### config.mk
export PLATFORM = sky130hd
export DESIGN_NAME = age_ready_sched
export DESIGN_NICKNAME = d
export VERILOG_FILES = /design/src/rtl/sched_pkg.sv /design/src/rtl/sched_slot_array.sv /design/src/rtl/sched_age_matrix.sv /design/src/rtl/sched_oldest_pick.sv /design/src/rtl/age_ready_sched.sv
export SDC_FILE = /design/constraint.sdc
export NUM_CORES = 1
export LEC_CHECK = 0
export ABC_AREA = 1
export BUFFER_PORTS_ARGS = -buffer_cell sky130_fd_sc_hd__buf_2
export CORE_UTILIZATION = 36
export DETAILED_ROUTE_END_ITERATION = 10
export PLACE_DENSITY = 0.5
export SETUP_SLACK_MARGIN = 0.15
export SLEW_MARGIN = 20
export SYNTH_ARGS = -nofsm -noshare
export SYNTH_HDL_FRONTEND = slang
export SYNTH_SLANG_ARGS = --single-unit
export TNS_END_PERCENT = 30
### constraint.sdc
create_clock -name clk -period 1.25 [get_ports clk]
set_input_delay 0.1875 -clock clk [delete_from_list [all_inputs] [get_ports clk]]
set_output_delay 0.1875 -clock clk [all_outputs]
set_load 0.03 [all_outputs]
### src/rtl/sched_pkg.sv
// Package: shared defaults and helpers for the age-ordered scheduler.
// Assumes: nothing; holds only constants and pure functions.
package sched_pkg;
    parameter int unsigned DEF_ENTRIES = 10;
    parameter int unsigned DEF_TAG_W   = 6;

    // Index width of at least one bit for a pool of n slots.
    function automatic int unsigned idx_width(input int unsigned n);
        return (n > 1) ? $clog2(n) : 1;
    endfunction
endpackage

### src/rtl/sched_slot_array.sv
// Module: per-slot storage of occupancy, operand tag and ready flag.
// Every slot compares the writeback tag with its stored tag in parallel.
// Assumes: alloc_hit is one-hot or zero; grant is one-hot or zero.
module sched_slot_array #(
    parameter int unsigned ENTRIES = 10,
    parameter int unsigned TAG_W   = 6
) (
    input  logic               clk,
    input  logic               rst_n,
    input  logic [ENTRIES-1:0] alloc_hit,
    input  logic [TAG_W-1:0]   alloc_tag,
    input  logic               wb_valid,
    input  logic [TAG_W-1:0]   wb_tag,
    input  logic [ENTRIES-1:0] grant,
    output logic [ENTRIES-1:0] slot_valid,
    output logic [ENTRIES-1:0] slot_ready
);
    logic [ENTRIES-1:0] rdy_q;
    logic [ENTRIES-1:0] tag_match;
    logic               alloc_match;

    // Purpose: an incoming entry whose tag is broadcast in the same cycle.
    assign alloc_match = wb_valid && (wb_tag == alloc_tag);

    for (genvar i = 0; i < ENTRIES; i++) begin : g_slot
        logic [TAG_W-1:0] tag_q;

        // Purpose: content-addressed compare of the stored tag with the broadcast.
        assign tag_match[i] = wb_valid && (tag_q == wb_tag);

        // Purpose: hold the operand tag of the entry in this slot.
        always_ff @(posedge clk) begin
            if (!rst_n)            tag_q <= '0;
            else if (alloc_hit[i]) tag_q <= alloc_tag;
        end

        // Purpose: occupancy; allocation wins over the release by a grant.
        always_ff @(posedge clk) begin
            if (!rst_n)            slot_valid[i] <= 1'b0;
            else if (alloc_hit[i]) slot_valid[i] <= 1'b1;
            else if (grant[i])     slot_valid[i] <= 1'b0;
        end

        // Purpose: ready flag; set by a tag match, cleared on grant or allocation.
        always_ff @(posedge clk) begin
            if (!rst_n)                             rdy_q[i] <= 1'b0;
            else if (alloc_hit[i])                  rdy_q[i] <= alloc_match;
            else if (grant[i])                      rdy_q[i] <= 1'b0;
            else if (slot_valid[i] && tag_match[i]) rdy_q[i] <= 1'b1;
        end

        // a busy slot that sees a matching broadcast is ready one edge later.
        a_r5_match_sets_ready: assert property (@(posedge clk) disable iff (!rst_n)
            slot_valid[i] && !grant[i] && !alloc_hit[i] && tag_match[i] |=> slot_ready[i]);

        // allocation together with a matching broadcast gives a ready slot.
        a_r8_alloc_match_ready: assert property (@(posedge clk) disable iff (!rst_n)
            alloc_hit[i] && alloc_match |=> slot_ready[i]);
    end

    // Purpose: a slot that is not occupied is never ready.
    assign slot_ready = rdy_q & slot_valid;
endmodule

### src/rtl/sched_age_matrix.sv
// Module: N-by-N age matrix. Bit [i][j] set means slot j is older than slot i.
// On allocation of slot i, row i marks every busy slot as older and
// column i is cleared in all other rows, so slot i is the youngest.
// Assumes: alloc_hit is one-hot or zero. Bits for free slots may be stale;
// they are overwritten when that slot is allocated again.
module sched_age_matrix #(
    parameter int unsigned ENTRIES = 10
) (
    input  logic                            clk,
    input  logic                            rst_n,
    input  logic [ENTRIES-1:0]              alloc_hit,
    input  logic [ENTRIES-1:0]              slot_valid,
    output logic [ENTRIES-1:0][ENTRIES-1:0] older
);
    for (genvar i = 0; i < ENTRIES; i++) begin : g_row
        for (genvar j = 0; j < ENTRIES; j++) begin : g_col
            if (i == j) begin : g_diag
                // Purpose: a slot is never older than itself.
                assign older[i][j] = 1'b0;
            end else begin : g_cell
                // Purpose: row write on own allocation, column clear on the other's.
                always_ff @(posedge clk) begin
                    if (!rst_n)            older[i][j] <= 1'b0;
                    else if (alloc_hit[i]) older[i][j] <= slot_valid[j] && !alloc_hit[j];
                    else if (alloc_hit[j]) older[i][j] <= 1'b0;
                end

                // two busy slots always have exactly one order between them.
                a_r6_order_total: assert property (@(posedge clk) disable iff (!rst_n)
                    slot_valid[i] && slot_valid[j] |-> older[i][j] != older[j][i]);

                // a new entry is younger than every slot already busy.
                a_r11_alloc_youngest: assert property (@(posedge clk) disable iff (!rst_n)
                    alloc_hit[i] && slot_valid[j] && !alloc_hit[j] |=> older[i][j] && !older[j][i]);
            end
        end
    end
endmodule

### src/rtl/sched_oldest_pick.sv
// Module: combinational oldest-ready picker.
// Slot i wins when it is ready and every other ready slot is younger than it.
// Assumes: the age matrix gives a total order over the busy slots.
module sched_oldest_pick #(
    parameter int unsigned ENTRIES = 10
) (
    input  logic                            clk,
    input  logic                            rst_n,
    input  logic [ENTRIES-1:0]              slot_ready,
    input  logic [ENTRIES-1:0][ENTRIES-1:0] older,
    input  logic                            res_avail,
    output logic [ENTRIES-1:0]              grant
);
    // Purpose: grant slot i if no other ready slot is older than it.
    always_comb begin
        for (int i = 0; i < ENTRIES; i++) begin
            logic beats_all;
            beats_all = 1'b1;
            for (int j = 0; j < ENTRIES; j++) begin
                if (j != i && slot_ready[j] && !older[j][i]) beats_all = 1'b0;
            end
            grant[i] = res_avail && slot_ready[i] && beats_all;
        end
    end

    // at most one grant per cycle.
    a_r3_grant_onehot: assert property (@(posedge clk) disable iff (!rst_n)
        $onehot0(grant));

    // a free resource and any ready slot give a grant.
    a_r9_work_conserving: assert property (@(posedge clk) disable iff (!rst_n)
        res_avail && (slot_ready != '0) |-> grant != '0);
endmodule

### src/rtl/age_ready_sched.sv
// Module: top of the age-ordered ready scheduler.
// Decodes the allocation index, wires slot storage, age matrix and picker.
// Assumes: the allocator never targets a busy slot unless it is granted in
// the same cycle, and never drives an index at or above ENTRIES.
module age_ready_sched #(
    parameter int unsigned ENTRIES = sched_pkg::DEF_ENTRIES,
    parameter int unsigned TAG_W   = sched_pkg::DEF_TAG_W,
    localparam int unsigned IDX_W  = sched_pkg::idx_width(ENTRIES)
) (
    input  logic               clk,
    input  logic               rst_n,
    input  logic               alloc_valid,
    input  logic [IDX_W-1:0]   alloc_slot,
    input  logic [TAG_W-1:0]   alloc_tag,
    input  logic               wb_valid,
    input  logic [TAG_W-1:0]   wb_tag,
    input  logic               res_avail,
    output logic [ENTRIES-1:0] grant,
    output logic [ENTRIES-1:0] slot_busy
);
    logic [ENTRIES-1:0]              alloc_hit;
    logic [ENTRIES-1:0]              slot_ready;
    logic [ENTRIES-1:0][ENTRIES-1:0] older;

    for (genvar i = 0; i < ENTRIES; i++) begin : g_dec
        // Purpose: one-hot decode of the allocation slot index.
        assign alloc_hit[i] = alloc_valid && (alloc_slot == IDX_W'(i));
    end

    sched_slot_array #(.ENTRIES(ENTRIES), .TAG_W(TAG_W)) slots_i (
        .clk        (clk),
        .rst_n      (rst_n),
        .alloc_hit  (alloc_hit),
        .alloc_tag  (alloc_tag),
        .wb_valid   (wb_valid),
        .wb_tag     (wb_tag),
        .grant      (grant),
        .slot_valid (slot_busy),
        .slot_ready (slot_ready)
    );

    sched_age_matrix #(.ENTRIES(ENTRIES)) age_i (
        .clk        (clk),
        .rst_n      (rst_n),
        .alloc_hit  (alloc_hit),
        .slot_valid (slot_busy),
        .older      (older)
    );

    sched_oldest_pick #(.ENTRIES(ENTRIES)) pick_i (
        .clk        (clk),
        .rst_n      (rst_n),
        .slot_ready (slot_ready),
        .older      (older),
        .res_avail  (res_avail),
        .grant      (grant)
    );

    // no grant while the resource is busy.
    a_r2_hold_when_busy: assert property (@(posedge clk) disable iff (!rst_n)
        !res_avail |-> grant == '0);

    // grants only go to busy, ready slots.
    a_r4_grant_legal: assert property (@(posedge clk) disable iff (!rst_n)
        (grant & ~(slot_busy & slot_ready)) == '0);

    // a granted slot that is not reallocated is free after the edge.
    a_r7_release: assert property (@(posedge clk) disable iff (!rst_n)
        (grant & ~alloc_hit) != '0 |=> (slot_busy & $past(grant & ~alloc_hit)) == '0);

    // an allocated slot is busy after the edge.
    a_r10_alloc_busy: assert property (@(posedge clk) disable iff (!rst_n)
        alloc_valid |=> (slot_busy & $past(alloc_hit)) == $past(alloc_hit));
endmodule

* Yosys cells after proc, flatten, opt, wreduce, memory -nomap -nowiden *
Index checks and enable logic that the tools add are counted.

word-level totals
  register bits = 170
  input port bits = 21
  output and inout bits = 20
  word-level logic and storage cells = 698

operators by class
  equality and inequality tests = 20
  multiplexer cells = 240
  bitwise gates (word level) = 1
  reduce and logical (&&, ||, !) cells = 317

operator list
  cell                                                                   number
  1-bit 2-to-1 mux                                                       240
  1-bit logical AND                                                      151
  2-bit nonzero test                                                     55
  1-bit logical NOT                                                      100
  6-bit equality test                                                    11
  3-bit nonzero test                                                     10
  4-bit by 3-bit equality test with 1-bit output, second input constant  4
  10-bit AND                                                             1
  4-bit by 2-bit equality test with 1-bit output, second input constant  2
  4-bit equality test, second input constant                             2
  4-bit by 1-bit equality test with 1-bit output, second input constant  1
  4-bit logical NOT                                                      1

* Longest topological paths before layout *
Gate-level depths: netlist of the first run.

  word-level depth = 14
  depth in mapped cells = 12

* Cells and area by module *
From an unflattened synthesis of the first run, not the netlist that was laid out.

unflattened totals
  cells, all modules = 1,371
  area, all modules = 9,276.4 sq um

modules (own cells, without submodules)
  module             instances  cells an instance  area an instance (sq um)  seq. area each (sq um)
  sched_slot_array   1          653                4,130.2                   1,601.5
  sched_age_matrix   1          431                3,940.0                   1,801.7
  sched_oldest_pick  1          266                1,123.6                   0.0
  age_ready_sched    1          21                 82.6                      0.0

* Worst setup path before layout of the first run *
No wires, ideal clock.

  kind = register -> register
  start point = register slots_i.slot_valid[6]
  end point = register slots_i.rdy_q[6]
  arrival = 1.711 ns
  setup slack = -0.594 ns
  stages on the path, launching flop included = 9
  buffers on the path = 1
  period minus slack after synthesis = 1.844 ns
  cells stage by stage = dfxtp_1 > buf_2 > nand3_1 > nor2_1 > nand3_1 > nor2_1 > nor2_1 > nand2_1 > a21oi_1

on the way
  word-level cells in the longest chain between the ends = 5
  elaborated cells between the ends (all ways) = 7

ends and longest elaborated chain
  what                                 RTL line                 text
  start, declared                      sched_slot_array.sv:15   output logic [ENTRIES-1:0] slot_valid,
  start signal, assigned by index      sched_slot_array.sv:39   if (!rst_n) slot_valid[i] <= 1'b0;
  start signal, assigned by index      sched_slot_array.sv:40   else if (alloc_hit[i]) slot_valid[i] <= 1'b1;
  start signal, assigned by index      sched_slot_array.sv:41   else if (grant[i]) slot_valid[i] <= 1'b0;
  10-bit AND (*)                       sched_slot_array.sv:62   assign slot_ready = rdy_q & slot_valid;
  1-bit logical AND (*) (2 in series)  sched_oldest_pick.sv:22  grant[i] = res_avail && slot_ready[i] && beats_all;
  via grant[6]                         age_ready_sched.sv:18    output logic [ENTRIES-1:0] grant,
  1-bit 2-to-1 mux                     sched_slot_array.sv:48   else if (grant[i]) rdy_q[i] <= 1'b0;
  1-bit 2-to-1 mux                     sched_slot_array.sv:47   else if (alloc_hit[i]) rdy_q[i] <= alloc_match;
  end signal, assigned by index        sched_slot_array.sv:47
  end, declared                        sched_slot_array.sv:18   logic [ENTRIES-1:0] rdy_q;

Mark *: on every way through the listed nets, which the timed path passes. The rest lies on a longest branch.
A chain may end at the register's enable or synchronous reset.

* Worst setup path after layout of the first run *
  start point = register slots_i.slot_valid[7]
  end point = output port grant[9]

on the way
  word-level cells in the longest chain between the ends = 5

ends and longest elaborated chain
  what                            RTL line                 text
  10-bit AND                      sched_slot_array.sv:62
  1-bit logical AND               sched_oldest_pick.sv:20  if (j != i && slot_ready[j] && !older[j][i]) beats_all = 1'b0;
  1-bit 2-to-1 mux (2 in series)  sched_oldest_pick.sv:20
  1-bit logical AND               sched_oldest_pick.sv:22
  end, declared                   age_ready_sched.sv:18

Every way passes these cells.

==> results.toml, run 1 <==
[status]
status = "complete, but fails checks"
violations = "setup timing"

[grt]
overflow = 0
antenna_found_initial = 0
first_global_vias = 8617
grt_pass1_wl_mm = 49.79
grt.total_usage_pct = 27.50
grt_max_degree = 71

[drt]
routed_wl_mm = 32.18
drc_errors = 0
drt.antenna.violating_nets = 0
wl_per_cell_um = 17.96
drtIter0Drc = 743
vias = 8996
viasPerCell = 5.020
drtPass1Iterations = 5

[yosys]
syn-num-nets = 1305
synth_seq_cells = 170
postSynthCellCount = 1284
synthTopCellsByArea = "dfxtp_1 40%, nand2_1 14%, a21oi_1 10%, nand3_1 7.6%, inv_1 6.0%"
synth.avg_cell_area_um2 = 6.558
synth_edf_count = 0
yosysUniqueCellTypes = 28
synth_warnings = 0
synth-main-ff-cell = "dfxtp_1"
async_flop_share_pct = 0
synth_top_area_cell = "dfxtp_1"
synth.cell_area_um2 = 8421
synth_common_cells = "318 x nand2_1, 171 x a21oi_1, 170 x dfxtp_1"
yosysMostFrequentCell = "nand2_1"
post-synth-top-area-fraction_pct = 40.42
yosysSeqAreaShare_pct = 40.42

[final_layout]
utilization_pct = 52.43
drive_gt1_share_pct = 31.10
instances_no_fill = 1792
antenna_cells = 0
syn2layout_area_growth_pct = 41.83
seq_area_um2 = 3466
num-fill-cells = 2242
multiInputGateArea_um2 = 4667
final_nets = 1487

[floorplanning]
row_count = 55
dieHeight_um = 154.9
core_um2 = 22780
io_pins = 41
die_w_um = 154.9
dieArea_um2 = 24010
start_util_pct = 36.97

[power]
ir_drop_uv = 719.4
finalPower_w = 0.01186
power.density_nw_per_um2 = 993.3
p_leak_nw = 4.911

[sta]
tightest_slew_ps = 497.4
hold_violations = 0
final_max_slew_viol_count = 0
skew_ps = 12.52
finalSetupViolCount = 40
post-route-period-util_pct = 143.4
rsz0062_at_grt = "yes"
fmax_mhz = 558.1
setup_tns_ps = -9351
relSlewSlack_pct = 66.84
setup_slack_ps = -541.9
period_minus_slack_ps = 1792

[hold_path]
min_path_type = "in -> reg"
hold_start = "alloc_tag[3]"
holdPathEnd = "slots_i.g_slot[9].tag_q[3]"
worstHoldPathCells = 3

[clock_network]
cts_tree = "done"
postCtsHoldBufs = 0
cts-buffers-inserted = 17
cts-root-buf = "clkbuf_16"
clock_latency_ps = 440
cts.clk_slew.worst_paths_ps = 70
numClockSinks = 170
cts_buffer_depth = 2
cts_max_level = 4

[critical_path]
cp-start-kind = "flop"
worstSetupPathType = "reg -> out"
reg2reg_depth = 11
r2r_slack_ps = -320
reg2reg_from = "slots_i.slot_valid[0]"
end_kind = "output pin"
crit_fanout = 6
required_ps = 1060
rr_endpoint = "slots_i.rdy_q[0]"
cp_data_arrival_time_ps = 1600

[placed_design]
dp_cells = 1739
gp_congestion = 0.8644
pre_cts_ws_ps = -292.6
dp_hpwl_mm = 23.31
io_buffer_count = 40

[run]
drv_cap = 0
layer usage:
layer / share of wire (%) / vias up / GRT usage, %
met4: 1.8 / 0 / 8.015
met3: 5.2 / 37 / 4.513
met5: 0 / - / 0
met1: 49 / 4241 / 38.58
li1: - / 4464 / -
met2: 44 / 254 / 43.22
per-stage QoR:
step	area (um^2)	hold WS, ps
floorplan	8760	377.5
finish	11940	132.3
global route	11940	155.9
global placement	10380	452.1
CTS	11640	128.7
detailed placement	10380	456.9
cell type report:
class                           instances  share of cell area, %
Sequential cell                       170                  29.02
Tap cell                              313                  3.279
Multi-Input combinational cell        887                  39.08
Inverter                              152                  4.976
Timing Repair Buffer                  238                  18.94
Clock buffer                           20                  3.740
Clock inverter                         12                 0.9639
worst max-delay path, cell delays in order (launching register included):
cell,delay [ps]
dfxtp_4,430
nand2_8,100
or2_4,250
nand2_4,70
nor2_4,40
nand3_4,100
inv_2,40
buf_6,130
sequential cells by signal (all words and copies together), names as in the netlist:
register              cells
slots_i.slot_valid       10
slots_i.g_slot.tag_q     60
slots_i.rdy_q            10
age_i.older              90
repair_timing:
| item | CTS | global route |
|---|---|---|
| gates resized for setup | 169 | 68 |
| gates cloned | 0 | 0 |
| endpoints found under the hold margin | 0 | 0 |
| pin swaps | 54 | 46 |
| setup buffers | 12 | 9 |
| setup endpoints to repair | 56 | 84 |
report_power, final:
group          internal, W  switching (W)
clock              0.00282        0.00242
combinational     0.000438       0.000703
sequential         0.00544      0.0000414
total              0.00870        0.00316
kinds of logic (layout without fill, tap and decap cells):
family	count (synthesis)	after routing	share of synthesized area, %
AND/OR/NAND/NOR	611	611	30.91
AO/OA/AOI/OAI	267	267	16.02
buffers and inverters	227	422	11.72
flip-flops	170	170	40.42
XOR/XNOR	9	9	0.9360
cells in the final DEF, fill, tap and decap left out, types with 15 or more instances in the layout:
cell type / count
buf_6: 54
inv_2: 23
buf_2: 19
buf_4: 136
inv_1: 121
nor2_4: 23
nand2_2: 27
nor2_2: 25
a21oi_1: 164
buf_12: 22
dfxtp_1: 150
o21ai_0: 89
dfxtp_4: 15
nand3_2: 25
nor2_1: 84
nand2_1: 281
clkbuf_16: 17
nand3_1: 99
worst max path at each step:
stage	slack (ps)	from	to
5_1_grt	-600	slots_i.slot_valid[3]	grant[0]
6_report	-540	slots_i.slot_valid[7]	grant[9]
3_5_place_dp	-290	slots_i.rdy_q[1]	grant[8]
2_1_floorplan	-90	slots_i.slot_valid[6]	slots_i.rdy_q[6]
3_3_place_gp	-330	slots_i.slot_valid[6]	grant[7]
4_1_cts	-530	slots_i.rdy_q[2]	grant[7]
(Power assumes the default switching activity.)
==> inputs of run 2 (changes only) <==
==> constraint.sdc (replaced) <==
create_clock -name clk -period 1.25 [get_ports clk]
set_input_delay 0.375 -clock clk [delete_from_list [all_inputs] [get_ports clk]]
set_output_delay 0.375 -clock clk [all_outputs]
set_load 0.03 [all_outputs]
==> run 2 against run 1 <==
  * The run still ends with setup timing left
  * Fmax down 11%
  * Critical path depth increased by 1
  * Die area is the same
  * Via count is 3.9% higher
  * First-iteration DRC count increased by 3.2%
  * Global-route usage up 0.81 points
  * Sequential share of layout area decreased by 2.8 points
  * Sequential power about the same
  * Worst setup slack lost 220 ps
  * Largest power group unchanged
==> results.toml, run 2 (synthesis gave the netlist of run 1 again) <==
[status]
status = "complete, but fails checks"
violations = "setup timing"

[critical_path]
cp-start-kind = "flop"
required_ps = 880
r2r_slack_ps = -540
startpoint = "slots_i.rdy_q[2]"
critical-path-top-delay-family = "simple AND/OR/NAND/NOR gates"
crit_slowest_cell = "dfxtp_4"
path_cells = "nand2_8, buf_6, or2_4, nand2_2, nor2_2, nand3_2, inv_2, buf_6"
worstSetupPathType = "reg -> out"
end_kind = "output pin"
slowest_delay_ps = 400
crit_fanout = 5
cp_data_arrival_time_ps = 1630
reg2reg_from = "slots_i.slot_valid[0]"
path_common_cell = "buf_6"
path_buf_inv = 3

[power]
ir_drop_uv = 840.5
power.density_nw_per_um2 = 905.3
p_leak_nw = 5.414

[sta]
finalSetupViolCount = 61
post-route-period-util_pct = 160.6
whs_ps = 328.3
final_max_slew_viol_count = 0
relSlewSlack_pct = 82.69
setup_slack_ps = -757.3
tightest_slew_ps = 257.0
rsz0062_at_grt = "yes"
hold_violations = 0
fmax_mhz = 498.2
period_minus_slack_ps = 2007
skew_ps = 10.56

[final_layout]
final_nets = 1554
regMostFlops = "age_i.older"
layout_commonest_cell = "nand2_1"
drive_gt1_share_pct = 40.94
largest_reg_flops = 90
antenna_cells = 0
top_regs = "age_i.older (90), slots_i.g_slot.tag_q (60)"
syn2layout_area_growth_pct = 56.76
final_cell_mix = "258 x nand2_1, 153 x buf_4, 150 x dfxtp_1"

[grt]
met2_usage_pct = 44.72
top_usage_layer = "met2"
grt_util_met3_pct = 3.231
grt.total_usage_pct = 28.31
overflow = 0
first_global_vias = 8825
grt_pass1_wl_mm = 51.09
grt_util_met1_pct = 40.23
antenna_found_initial = 0
grt_max_degree = 34

[hold_path]
hold_start = "alloc_slot[0]"
min_path_type = "in -> reg"

[clock_network]
numClockSinks = 170
cts_buffer_depth = 2
postCtsHoldBufs = 0
cts_max_level = 4
cts_tree = "done"
cts.clk_slew.worst_paths_ps = 70
cts-buffers-inserted = 17
clock_latency_ps = 430
cts-root-buf = "clkbuf_16"

[drt]
drtPass1Iterations = 5
drc_errors = 0
vias = 9349
viasPerCell = 5.029
drt.antenna.violating_nets = 0
wl_per_cell_um = 17.95
drtIter0Drc = 767
routed_wl_mm = 33.36

[floorplanning]
die_w_um = 154.9
core_um2 = 22780
dieHeight_um = 154.9
start_util_pct = 36.97
io_pins = 41
row_count = 55
dieArea_um2 = 24010

[placed_design]
io_buffer_count = 40
pre_cts_ws_ps = -498.3
dp_hpwl_mm = 23.42
gp_congestion = 0.8668

[run]
drv_cap = 0
==> run 2: final cells by class <==
| type | instances | area, um^2 |
|---|---|---|
| fillers | 2153 | 9578 |
| multi-input cells | 887 | 5061 |
| flip-flops and latches | 170 | 3466 |
| repair buffers | 305 | 3083 |
| inverters | 152 | 651.9 |
| clock buffers | 23 | 457.9 |
| well taps | 313 | 391.6 |
| clock inverters | 9 | 88.84 |
==> run 2: layer usage <==
metal,up-vias,wire (um)
met4,0,580
met1,4454,15920
met3,39,1599
met5,-,0
li1,4595,-
met2,261,15260
==> run 2: power breakdown <==
part | total (W) | switching (W) | internal [W]
sequential | 0.00548 | 0.0000401 | 0.00544
combinational | 0.00132 | 0.000772 | 0.000549
clock | 0.00515 | 0.00233 | 0.00282
total | 0.0120 | 0.00314 | 0.00881
==> run 2: per-stage QoR <==
step           instances  power, W  util, %  TNS, ps  cell area (um^2)
2_1_floorplan       1284  0.006194        -    -7489              8936
3_3_place_gp        1774  0.006729    47.50   -62550             10820
3_5_place_dp        1774  0.006729    47.50   -65410             10820
4_1_cts             1841   0.01192    55.06   -13130             12540
5_1_grt             1859   0.01232    57.95   -18650             13200
6_report            1859   0.01195    57.95   -15620             13200
==> run 2: worst paths after layout <==
check | endpoint | cells after the start
max | grant[4] | 8
min | age_i.older[73] | 4
max reg2reg | slots_i.slot_valid[4] | 13
min reg2reg | age_i.older[16] | 2
==> run 2: repair_timing <==
item | 4_1_cts | 5_1_grt
pin swaps | 92 | 101
endpoints found under the setup margin | 160 | 152
hold endpoints to repair | 0 | 0
cloned | 0 | 0
setup buffers | 35 | 18
gates resized for setup | 269 | 159
==> run 2: tightest hold or removal path, delay by kind of cell <==
family | cells | cell delay, ps
AND/OR/NAND/NOR | 2 | 170
buffers and inverters | 1 | 110
AO/OA/AOI/OAI | 1 | 50
